File: src/rtl/pwm8_pkg.sv
package pwm8_pkg;

    typedef enum logic [1:0] {
        ST_IDLE     = 2'd0,
        ST_WAIT     = 2'd1,
        ST_ACTIVE   = 2'd2,
        ST_INACTIVE = 2'd3
    } pwm_state_e;

endpackage

File: src/rtl/pwm8_prescaler.sv
module pwm8_prescaler #(
    parameter int SEL_W = 2
) (
    input  logic             clk,
    input  logic             rst_n,
    input  logic             run,
    input  logic [SEL_W-1:0] sel,
    output logic             tick
);
    localparam int NUM_SEL = 1 << SEL_W;
    localparam int DIV_W   = (NUM_SEL > 1) ? NUM_SEL - 1 : 1;
    localparam logic [DIV_W-1:0] DIV_ONE = 1;
    localparam logic [SEL_W-1:0] SEL_MAX = SEL_W'(NUM_SEL - 1);

    logic [DIV_W-1:0]   div_q;
    logic [NUM_SEL-1:0] tick_vec;

    always_ff @(posedge clk or negedge rst_n) begin
        if (!rst_n)
            div_q <= '0;
        else if (!run)
            div_q <= '0;
        else
            div_q <= div_q + DIV_ONE;
    end

    generate
        for (genvar i = 0; i < NUM_SEL; i++) begin : g_ratio
            if (i == 0) begin : g_full
                assign tick_vec[i] = 1'b1;
            end else begin : g_div
                assign tick_vec[i] = &div_q[i-1:0];
            end
        end
    endgenerate

    assign tick = run & tick_vec[sel];

    // at the slowest ratio two ticks never fall on adjacent clocks
    a_r2_slow_ratio_gap: assert property (@(posedge clk) disable iff (!rst_n)
        (tick && sel == SEL_MAX && NUM_SEL > 1) |=> (!tick || sel != SEL_MAX));

    // stopped means no tick
    a_r2_no_tick_stopped: assert property (@(posedge clk) disable iff (!rst_n)
        !run |-> !tick);

endmodule

File: src/rtl/pwm8_counter.sv
module pwm8_counter #(
    parameter int CNT_W = 8
) (
    input  logic             clk,
    input  logic             rst_n,
    input  logic             run,
    input  logic             tick,
    input  logic [CNT_W-1:0] cmp,
    output logic             wrap,
    output logic             hit
);
    localparam logic [CNT_W-1:0] CNT_MAX = '1;
    localparam logic [CNT_W-1:0] CNT_ONE = 1;

    logic [CNT_W-1:0] cnt_q;
    logic [CNT_W-1:0] cnt_nxt;

    assign cnt_nxt = cnt_q + CNT_ONE;

    always_ff @(posedge clk or negedge rst_n) begin
        if (!rst_n)
            cnt_q <= '0;
        else if (!run)
            cnt_q <= '0;
        else if (tick)
            cnt_q <= cnt_nxt;
    end

    assign wrap = tick & (cnt_q == CNT_MAX);
    assign hit  = tick & (cnt_nxt == cmp);

    // a wrap tick lands the counter on zero
    a_r2_wrap_to_zero: assert property (@(posedge clk) disable iff (!rst_n)
        (run && wrap) |=> (cnt_q == '0));

    // without a tick the count holds
    a_r2_hold_no_tick: assert property (@(posedge clk) disable iff (!rst_n)
        (run && !tick) |=> $stable(cnt_q));

    // stopping clears the count
    a_r8_stop_clears: assert property (@(posedge clk) disable iff (!rst_n)
        !run |=> (cnt_q == '0));

endmodule

File: src/rtl/pwm8_fsm.sv
module pwm8_fsm
    import pwm8_pkg::*;
(
    input  logic clk,
    input  logic rst_n,
    input  logic run,
    input  logic wrap,
    input  logic hit,
    input  logic cmp_zero,
    output logic act
);
    pwm_state_e state_q, state_d;

    always_ff @(posedge clk or negedge rst_n) begin
        if (!rst_n)
            state_q <= ST_IDLE;
        else
            state_q <= state_d;
    end

    always_comb begin
        state_d = state_q;
        if (!run) begin
            state_d = ST_IDLE;                       // T_STOP
        end else begin
            unique case (state_q)
                ST_IDLE: state_d = ST_WAIT;          // T_START
                ST_WAIT, ST_INACTIVE: begin
                    if (wrap)
                        state_d = cmp_zero ? ST_INACTIVE : ST_ACTIVE;
                end
                ST_ACTIVE: begin
                    if (wrap)
                        state_d = cmp_zero ? ST_INACTIVE : ST_ACTIVE;
                    else if (hit)
                        state_d = ST_INACTIVE;       // T_MATCH
                end
                default: state_d = ST_IDLE;
            endcase
        end
    end

    always_comb begin
        act = (state_q == ST_ACTIVE) && run;
    end

    // leaving idle always passes through the wait state
    a_r3_start_waits: assert property (@(posedge clk) disable iff (!rst_n)
        (state_q == ST_IDLE && run) |=> (state_q == ST_WAIT || !run));

    // the wait state never reports an active phase
    a_r3_wait_quiet: assert property (@(posedge clk) disable iff (!rst_n)
        (state_q == ST_WAIT) |-> !act);

    // a wrap with nonzero compare opens the active phase
    a_r4_wrap_opens: assert property (@(posedge clk) disable iff (!rst_n)
        (run && wrap && !cmp_zero) |=> (state_q == ST_ACTIVE || !run));

    // a zero compare never opens an active phase at a wrap
    a_r5_zero_stays_off: assert property (@(posedge clk) disable iff (!rst_n)
        (run && wrap && cmp_zero) |=> (state_q != ST_ACTIVE));

    // a cleared run bit parks the machine
    a_r8_stop_idle: assert property (@(posedge clk) disable iff (!rst_n)
        !run |=> (state_q == ST_IDLE));

endmodule

File: src/rtl/pwm8_gen.sv
module pwm8_gen #(
    parameter int CNT_W = 8,
    parameter int SEL_W = 2
) (
    input  logic             clk,
    input  logic             rst_n,
    input  logic             cfg_we,
    input  logic [CNT_W-1:0] cfg_cmp,
    input  logic             cfg_pol,
    input  logic             cfg_oe,
    input  logic             cfg_run,
    input  logic [SEL_W-1:0] cfg_sel,
    output logic             pwm_out
);
    logic [CNT_W-1:0] cmp_q;
    logic             pol_q;
    logic             oe_q;
    logic             run_q;
    logic [SEL_W-1:0] sel_q;
    logic             tick;
    logic             wrap;
    logic             hit;
    logic             act;

    always_ff @(posedge clk or negedge rst_n) begin
        if (!rst_n) begin
            cmp_q <= '0;
            pol_q <= 1'b0;
            oe_q  <= 1'b0;
            run_q <= 1'b0;
            sel_q <= '0;
        end else if (cfg_we) begin
            cmp_q <= cfg_cmp;
            pol_q <= cfg_pol;
            oe_q  <= cfg_oe;
            run_q <= cfg_run;
            sel_q <= cfg_sel;
        end
    end

    pwm8_prescaler #(.SEL_W(SEL_W)) u_pre (
        .clk   (clk),
        .rst_n (rst_n),
        .run   (run_q),
        .sel   (sel_q),
        .tick  (tick)
    );

    pwm8_counter #(.CNT_W(CNT_W)) u_cnt (
        .clk   (clk),
        .rst_n (rst_n),
        .run   (run_q),
        .tick  (tick),
        .cmp   (cmp_q),
        .wrap  (wrap),
        .hit   (hit)
    );

    pwm8_fsm u_fsm (
        .clk      (clk),
        .rst_n    (rst_n),
        .run      (run_q),
        .wrap     (wrap),
        .hit      (hit),
        .cmp_zero (cmp_q == '0),
        .act      (act)
    );

    assign pwm_out = (oe_q & act) ^ pol_q;

    // with the gate closed the pin sits at the inactive level
    a_r7_gate_closed: assert property (@(posedge clk) disable iff (!rst_n)
        !oe_q |-> (pwm_out == pol_q));

endmodule

File: config.mk
export PLATFORM = sky130hd
export DESIGN_NAME = pwm8_gen
export DESIGN_NICKNAME = d
export VERILOG_FILES = /design/src/rtl/pwm8_pkg.sv /design/src/rtl/pwm8_prescaler.sv /design/src/rtl/pwm8_counter.sv /design/src/rtl/pwm8_fsm.sv /design/src/rtl/pwm8_gen.sv
export SDC_FILE = /design/constraint.sdc
export NUM_CORES = 1
export LEC_CHECK = 0
export ABC_AREA = 1
export BUFFER_PORTS_ARGS = -buffer_cell sky130_fd_sc_hd__buf_2
export CORE_AREA = 2 2 51 53
export CTS_BUF_LIST = sky130_fd_sc_hd__clkbuf_4
export DETAILED_ROUTE_END_ITERATION = 8
export DIE_AREA = 0 0 53 55
export GPL_TIMING_DRIVEN = 0
export PLACE_DENSITY_LB_ADDON = 0.08
export SETUP_SLACK_MARGIN = 0.4
export SYNTH_ARGS = -nofsm -noshare
export SYNTH_HDL_FRONTEND = slang
export SYNTH_SLANG_ARGS = --single-unit
File: constraint.sdc
create_clock -name clk -period 3.6 [get_ports clk]
set_input_delay 0.18 -clock clk [delete_from_list [all_inputs] [get_ports clk]]
set_output_delay 0.18 -clock clk [all_outputs]
set_load 0.01 [all_outputs]
==> results of run 1 <==
[cell families (layout without fill, tap and decap cells)]
family | Yosys count | after routing | share of synthesized area (%)
muxes | 1 | 1 | 0.775
buffers and inverters | 35 | 56 | 9.13
AOI/OAI and AO/OA | 23 | 23 | 8.87
xor gates and xnor gates | 1 | 1 | 0.603
DFF | 26 | 26 | 44.8
and+or+nand+nor | 104 | 104 | 33.2
adders and majority gates | 3 | 3 | 2.58
[worst register-to-register path, stage by stage (launching register included)]
cell and delay, ps:
dfrtp_1 420, ha_1 220, ha_1 180, nand2_1 60, nand3_1 110, nand3_2 140, inv_1 140, nand2_1 130
inv_1 70, nor2_1 120, a2bb2oi_2 150
[state kept, by name, summed over array words and instances (netlist names)]
register / count
pol_q: 1
run_q: 1
cmp_q: 8
u_fsm.state_q: 2
sel_q: 2
u_cnt.cnt_q: 8
u_pre.div_q: 3
oe_q: 1
[metrics by stage]
stage,worst slack (ps),total power [uW],instance area (um^2),hold WS [ps]
after floorplan,2070,432,1450,-116
after global placement,1870,467,1570,205
after detailed placement,1840,474,1570,208
after CTS,1610,601,1610,46.1
after global routing,1520,638,1610,39.7
final,1620,597,1610,47.2
[cell usage in the layout, fill, tap and decap left out, drive strengths merged]
cell,n
nand4,6
nor2,15
nor3,1
a21oi,1
a2bb2oi,1
inv,32
o22ai,3
nand2,61
o21ai,18
ha,3
dlygate4sd3,1
dfrtp,26
clkbuf,5
clkinv,1
nand3,21
buf,17
xor2,1
mux2,1
[metal layers]
layer  vias up  part of all wire [%]
met3         4                   3.8
met5         -                     0
met1       609                    43
li1        656                     -
met4         0                  0.98
met2        33                    52
[layout make-up]
| class | count | area (um^2) | share of cell area [%] |
|---|---|---|---|
| flip-flops and latches | 26 | 651 | 40.5 |
| repair buffers | 17 | 90.1 | 5.61 |
| clock buffers | 3 | 22.5 | 1.40 |
| inverters | 32 | 120 | 7.48 |
| clock inverters | 1 | 3.75 | 0.234 |
| plain buffers | 3 | 12.5 | 0.779 |
| well taps | 30 | 37.5 | 2.34 |
| multi-input cells | 132 | 669 | 41.7 |
[power by group]
part | total (uW) | leakage (uW) | internal (uW) | switching, uW
Combinational | 130 | 0.000482 | 50.5 | 79.5
Clock | 127 | 0.0000154 | 40.7 | 86.0
Sequential | 340 | 0.000333 | 320 | 20.2
Total | 597 | 0.000830 | 411 | 186
[worst paths after layout]
kind	start	endpoint	depth (start not counted)
setup / recovery	run_q	pwm_out	6
hold / removal	cfg_sel[0]	sel_q[0]	3
setup reg to reg	u_pre.div_q[0]	u_fsm.state_q[0]	10
hold reg to reg	u_pre.div_q[0]	u_pre.div_q[0]	1
max in group asynchronous	rst_n	cmp_q[0]	2
min in group asynchronous	rst_n	u_cnt.cnt_q[1]	2
==> summary.md, run 1 <==
| Metric | Value |
|---|---|
| Residual overflow from global routing | `0` |
| Worst Tran Pin Value | `569 ps` |
| GRT Max-Usage Layer | `met2` |
| Max_cap viols | `0` |
| EDFF count, synth | `0` |
| Final period utilization | `between 50% and 60%` |
| CTS tree | `yes` |
| R2r setup slk | `about 1800 ps` |
| Via-per-instance ratio | `5.34` |
| Min Clock Period, post-route | `1980 ps` |
| Clock latency on the worst-skew pair | `330 ps` |
| GPL Wtd Cong | `about 0.84` |
| Fin util | `slightly below 70%` |
| Cts hold-fix bufs | `1` |
| Grt met1 use | `31.1%` |
| Yosys reg bits | `26` |
| Root Buffer | `clkbuf_4` |
| Synth cell count leaders | `nand2_1, inv_1, dfrtp_1` |
| CTS Buf Count | `3` |
| Number of fill cells | `203` |
| Syn Nets | `212` |
| Final Max Slew Viols | `0` |
| Drt first-iter violations | `24` |
| Drc violations | `0` |
| CTS Buffer Depth | `2` |
| Post-CTS Setup Bufs | `0` |
| Largest net degree at the start of global routing | `27` |
| Worst setup EP type | `output port` |
| Clock transition at the registers of the reported paths | `about 140 ps` |
| NumNets Final | `234` |
| Critical path buffers and inverters | `3` |
| Dominant cells by area after synthesis | `dfrtp_1, nand2_1, inv_1` |
| WL/cell | `12.6 um` |
| Yosys top cell area share | `44.8%` |
| Final Hold Vio Count | `0` |
| Clock skew | `4.00 ps` |
| Crit-path cells | `buf_2, inv_1, nor3_1, nand2_1, xor2_1, buf_2` |
| Total wire length | `3080 um` |
| IO Count | `17` |
| IO buf count | `16` |
| Final setup fails | `0` |
| Rows | `18` |
| Cells after Synth | `193` |
| Yosys synthesis warning count | `0` |
| Crit path required time | `3420 ps` |
| First-pass GRT wire length | `5350 um` |
| Avg Inst Size Synth | `7.53 um^2` |
| Unique masters post-synth | `21` |
| Startpoint Class | `flip-flop` |
| Delay-heaviest family, CP | `buffers and inverters` |
| CP Max Fanout | `10` |
| Total GRT Usage | `25.1%` |
| GR Util met2 | `46.0%` |
| Post-synth ARST share | `100%` |
| Yosys top cell by area | `dfrtp_1` |
| Rel. slew slack | `62.0%` |
| P per Cell Area | `around 370 nW/um^2` |
| Critical path class | `flip-flop to output port` |
| Seq/Total Area, Yosys | `roughly 45%` |
| Critical Path Most Common Cell | `buf_2` |
| Slowest-stage cell, CP | `dfrtp_1` |
| Lkg Pwr | `0.000830 uW` |
| Post-synthesis cell area | `1450 um^2` |
| CP arrival | `1800 ps` |
| Inserted Diodes | `0` |
| Clock Sinks | `26` |
| M3 GR Usage | `3.49%` |
| Die height | `about 55 um` |
| Worst min path class | `input port to flip-flop` |
| Post-cts sizing count | `0` |
| Vias in the first global route | `1255` |
| Die area | `2920 um^2` |
| Drt first pass iters | `4` |
| Most common cell in the netlist | `nand2_1` |
| Starting Density | `61.4%` |
| Setup TNS | `0 ps` |
| Most used DFF post-synth | `dfrtp_1` |
| DP Wirelength | `2420 um` |
| Share of layout cells above drive strength 1 | `17.3%` |
| Die width | `about 53 um` |
| Cell Count, Final, Fillers Out | `about 240` |
| P&R area growth vs syn | `10.6%` |
| Vias after detailed routing | `1302` |
| Post-DRT Antenna Nets | `0` |
| CTS H-tree lvls | `1` |
| Fmax | `504 MHz` |
| Worst vdd ir | `0.000293 V` |
| CP max stage delay | `350 ps` |
| Core area | `approximately 2400 um^2` |
| Status | `finished, final reports clean` |
| Initial antenna violation count | `0` |
| Placed cells | `239` |
| RSZ-0062 raised after global routing | `false` |
No activity file was read; power rests on OpenSTA's default activity.
==> run 2, diff against run 1 <==
--- a/config.mk
+++ b/config.mk
@@ -7,10 +7,10 @@
 export LEC_CHECK = 0
 export ABC_AREA = 1
 export BUFFER_PORTS_ARGS = -buffer_cell sky130_fd_sc_hd__buf_2
-export CORE_AREA = 2 2 51 53
+export CORE_AREA = 2 2 55 57
 export CTS_BUF_LIST = sky130_fd_sc_hd__clkbuf_4
 export DETAILED_ROUTE_END_ITERATION = 8
-export DIE_AREA = 0 0 53 55
+export DIE_AREA = 0 0 57 59
 export GPL_TIMING_DRIVEN = 0
 export PLACE_DENSITY_LB_ADDON = 0.08
 export SETUP_SLACK_MARGIN = 0.4
==> constraint.sdc (replaced) <==
create_clock -name clk -period 1.82 [get_ports clk]
set_input_delay 0.091 -clock clk [delete_from_list [all_inputs] [get_ports clk]]
set_output_delay 0.091 -clock clk [all_outputs]
set_load 0.01 [all_outputs]
==> run 2 against run 1 <==
Routed wire length rose by 25%; power grew 120%; critical path type is now flip-flop to flip-flop; utilization increased by 5.8 points; critical endpoint is now u_fsm.state_q[0].
==> summary.md, run 2 (synthesized netlist as in run 1, its figures left out) <==
| Metric | Value |
|---|---|
| Initial antenna violation count | `0` |
| Fmax | `657 MHz` |
| Post-DRT Antenna Nets | `0` |
| Vias in the first global route | `approximately 1400` |
| Place WS | `~210 ps` |
| CP Max Fanout | `2` |
| Residual overflow from global routing | `0` |
| Placed cells | `between 200 and 250` |
| IO Count | `17` |
| Core area | `2710 um^2` |
| Area of the multi-input gates | `about 820 um^2` |
| Cell Count, Final, Fillers Out | `269` |
| P per Cell Area | `662 nW/um^2` |
| DP Wirelength | `2400 um` |
| CTS tree | `yes` |
| Crit-path cells | `ha_4, inv_1, nand2_1, nand4_1, nor2_2, nand2_2, nor2_2, nand3_2, a2bb2oi_2` |
| Worst setup EP type | `flip-flop` |
| Die area | `3360 um^2` |
| CTS Buffer Depth | `2` |
| Final Max Slew Viols | `0` |
| First-pass GRT wire length | `a little over 6000 um` |
| Total GRT Usage | `24.0%` |
| Commonest non-fill, non-tap cell in the layout | `nand2_1` |
| Largest regs | `cmp_q: 8 flops, u_cnt.cnt_q: 8 flops, u_pre.div_q: 3 flops` |
| RSZ-0062 raised after global routing | `true` |
| Critical path class | `flip-flop to flip-flop` |
| Reg area | `652 um^2` |
| Final Hold Vio Count | `0` |
| Worst min path class | `input port to flip-flop` |
| CP max stage delay | `about 460 ps` |
| Final setup fails | `0` |
| CTS H-tree lvls | `1` |
| Largest net degree at the start of global routing | `27` |
| Final period utilization | `83.7%` |
| Clock latency on the worst-skew pair | `approximately 320 ps` |
| Worst Tran Pin Value | `598 ps` |
| CP arrival | `approximately 1800 ps` |
| Root Buffer | `clkbuf_4` |
| NumNets Final | `258` |
| Vias after detailed routing | `1448` |
| Max_cap viols | `0` |
| Slowest-stage cell, CP | `dfrtp_1` |
| Critical Path Most Common Cell | `nor2_2` |
| Min Clock Period, post-route | `1520 ps` |
| Die width | `57 um` |
| CTS Buf Count | `3` |
| Setup TNS | `0 ps` |
| Rel. slew slack | `60.1%` |
| Commonest cells after routing, fill and taps aside | `nand2_1, inv_1, dfrtp_1, buf_2` |
| Startpoint Class | `flip-flop` |
| R2r setup slk | `300 ps` |
| Status | `finished, final reports clean` |
| Crit path required time | `2080 ps` |
| Share of layout cells above drive strength 1 | `31.9%` |
| P&R area growth vs syn | `37.6%` |
| Die height | `between 50 and 60 um` |
| Clock skew | `~7 ps` |
| GPL Wtd Cong | `between 0.8 and 0.9` |
| WL/cell | `14.3 um` |
| Inserted Diodes | `0` |
| Drt first pass iters | `4` |
| Starting Density | `between 50% and 60%` |
| Via-per-instance ratio | `5.38` |
| Clock transition at the registers of the reported paths | `150 ps` |
| Number of fill cells | `209` |
| Cell Area, Placed | `~1600 um^2` |
| Lkg Pwr | `0.000982 uW` |
| Clock Sinks | `26` |
| Worst vdd ir | `0.000555 V` |
| Fin area | `2000 um^2` |
| Drc violations | `0` |
| IO buf count | `16` |
| Drt first-iter violations | `51` |
| Worst setup margin | `297 ps` |
| Total wire length | `3840 um` |
| Rows | `19` |
-- run 2: power by group --
| part | internal [uW] | switching, uW |
|---|---|---|
| clock | 80.4 | 179 |
| sequential | 633 | 47.6 |
| combinational | 178 | 207 |
| total | 891 | 433 |
-- run 2: what timing repair did --
| item | CTS | global route |
|---|---|---|
| gates resized for setup | 27 | 20 |
| setup endpoints to repair | 10 | 11 |
| setup buffers | 9 | 2 |
| hold buffers | 13 | 1 |
| endpoints found under the hold margin | 38 | 1 |
| pin swaps | 7 | 3 |
-- run 2: final cells by class --
type,instances,share of cell area (%)
buffer,3,0.939
clock buffer,3,1.13
clock inverter,1,0.188
inverter,32,6.38
multi-input combinational,132,40.9
sequential,26,32.6
tap,31,1.94
timing repair buffer,41,15.9
-- run 2: through the flow --
| step | hold WS [ps] | power (uW) | util (%) |
|---|---|---|---|
| floorplan | -205 | 858 | - |
| global placement | 127 | 932 | 58.4 |
| detailed placement | 132 | 942 | 58.4 |
| CTS | 6.37 | 1270 | 69.6 |
| global route | 59.5 | 1400 | 73.8 |
| finish | 53.2 | 1320 | 73.8 |
-- run 2: worst max-delay path, delay by kind of cell, from the launching register on --
kind | cells | cell delay, ps
flip-flops | 1 | 460
buffers and inverters | 1 | 40
AND/OR/NAND/NOR | 6 | 530
AO/OA/AOI/OAI | 1 | 120
adder cells (fa/ha/maj) | 1 | 290
-- run 2: final timing paths --
kind,startpoint,to,depth (start not counted)
max,u_cnt.cnt_q[0],u_fsm.state_q[0],9
min,cfg_we,cmp_q[0],2
max reg2reg,u_cnt.cnt_q[0],u_fsm.state_q[0],9
min reg2reg,oe_q,oe_q,1
max in group asynchronous,rst_n,u_cnt.cnt_q[2],2
min in group asynchronous,rst_n,u_cnt.cnt_q[2],2
-- run 2: routing by layer --
metal | wire length [um] | vias to the layer above | track usage [%] | share of wire, %
li1 | - | 709 | - | -
met3 | 106 | 4 | 2.40 | 2.8
met5 | 0 | - | 0 | 0
met1 | 1590 | 700 | 27.4 | 41
met2 | 2100 | 35 | 46.1 | 55
met4 | 41 | 0 | 9.30 | 1.1
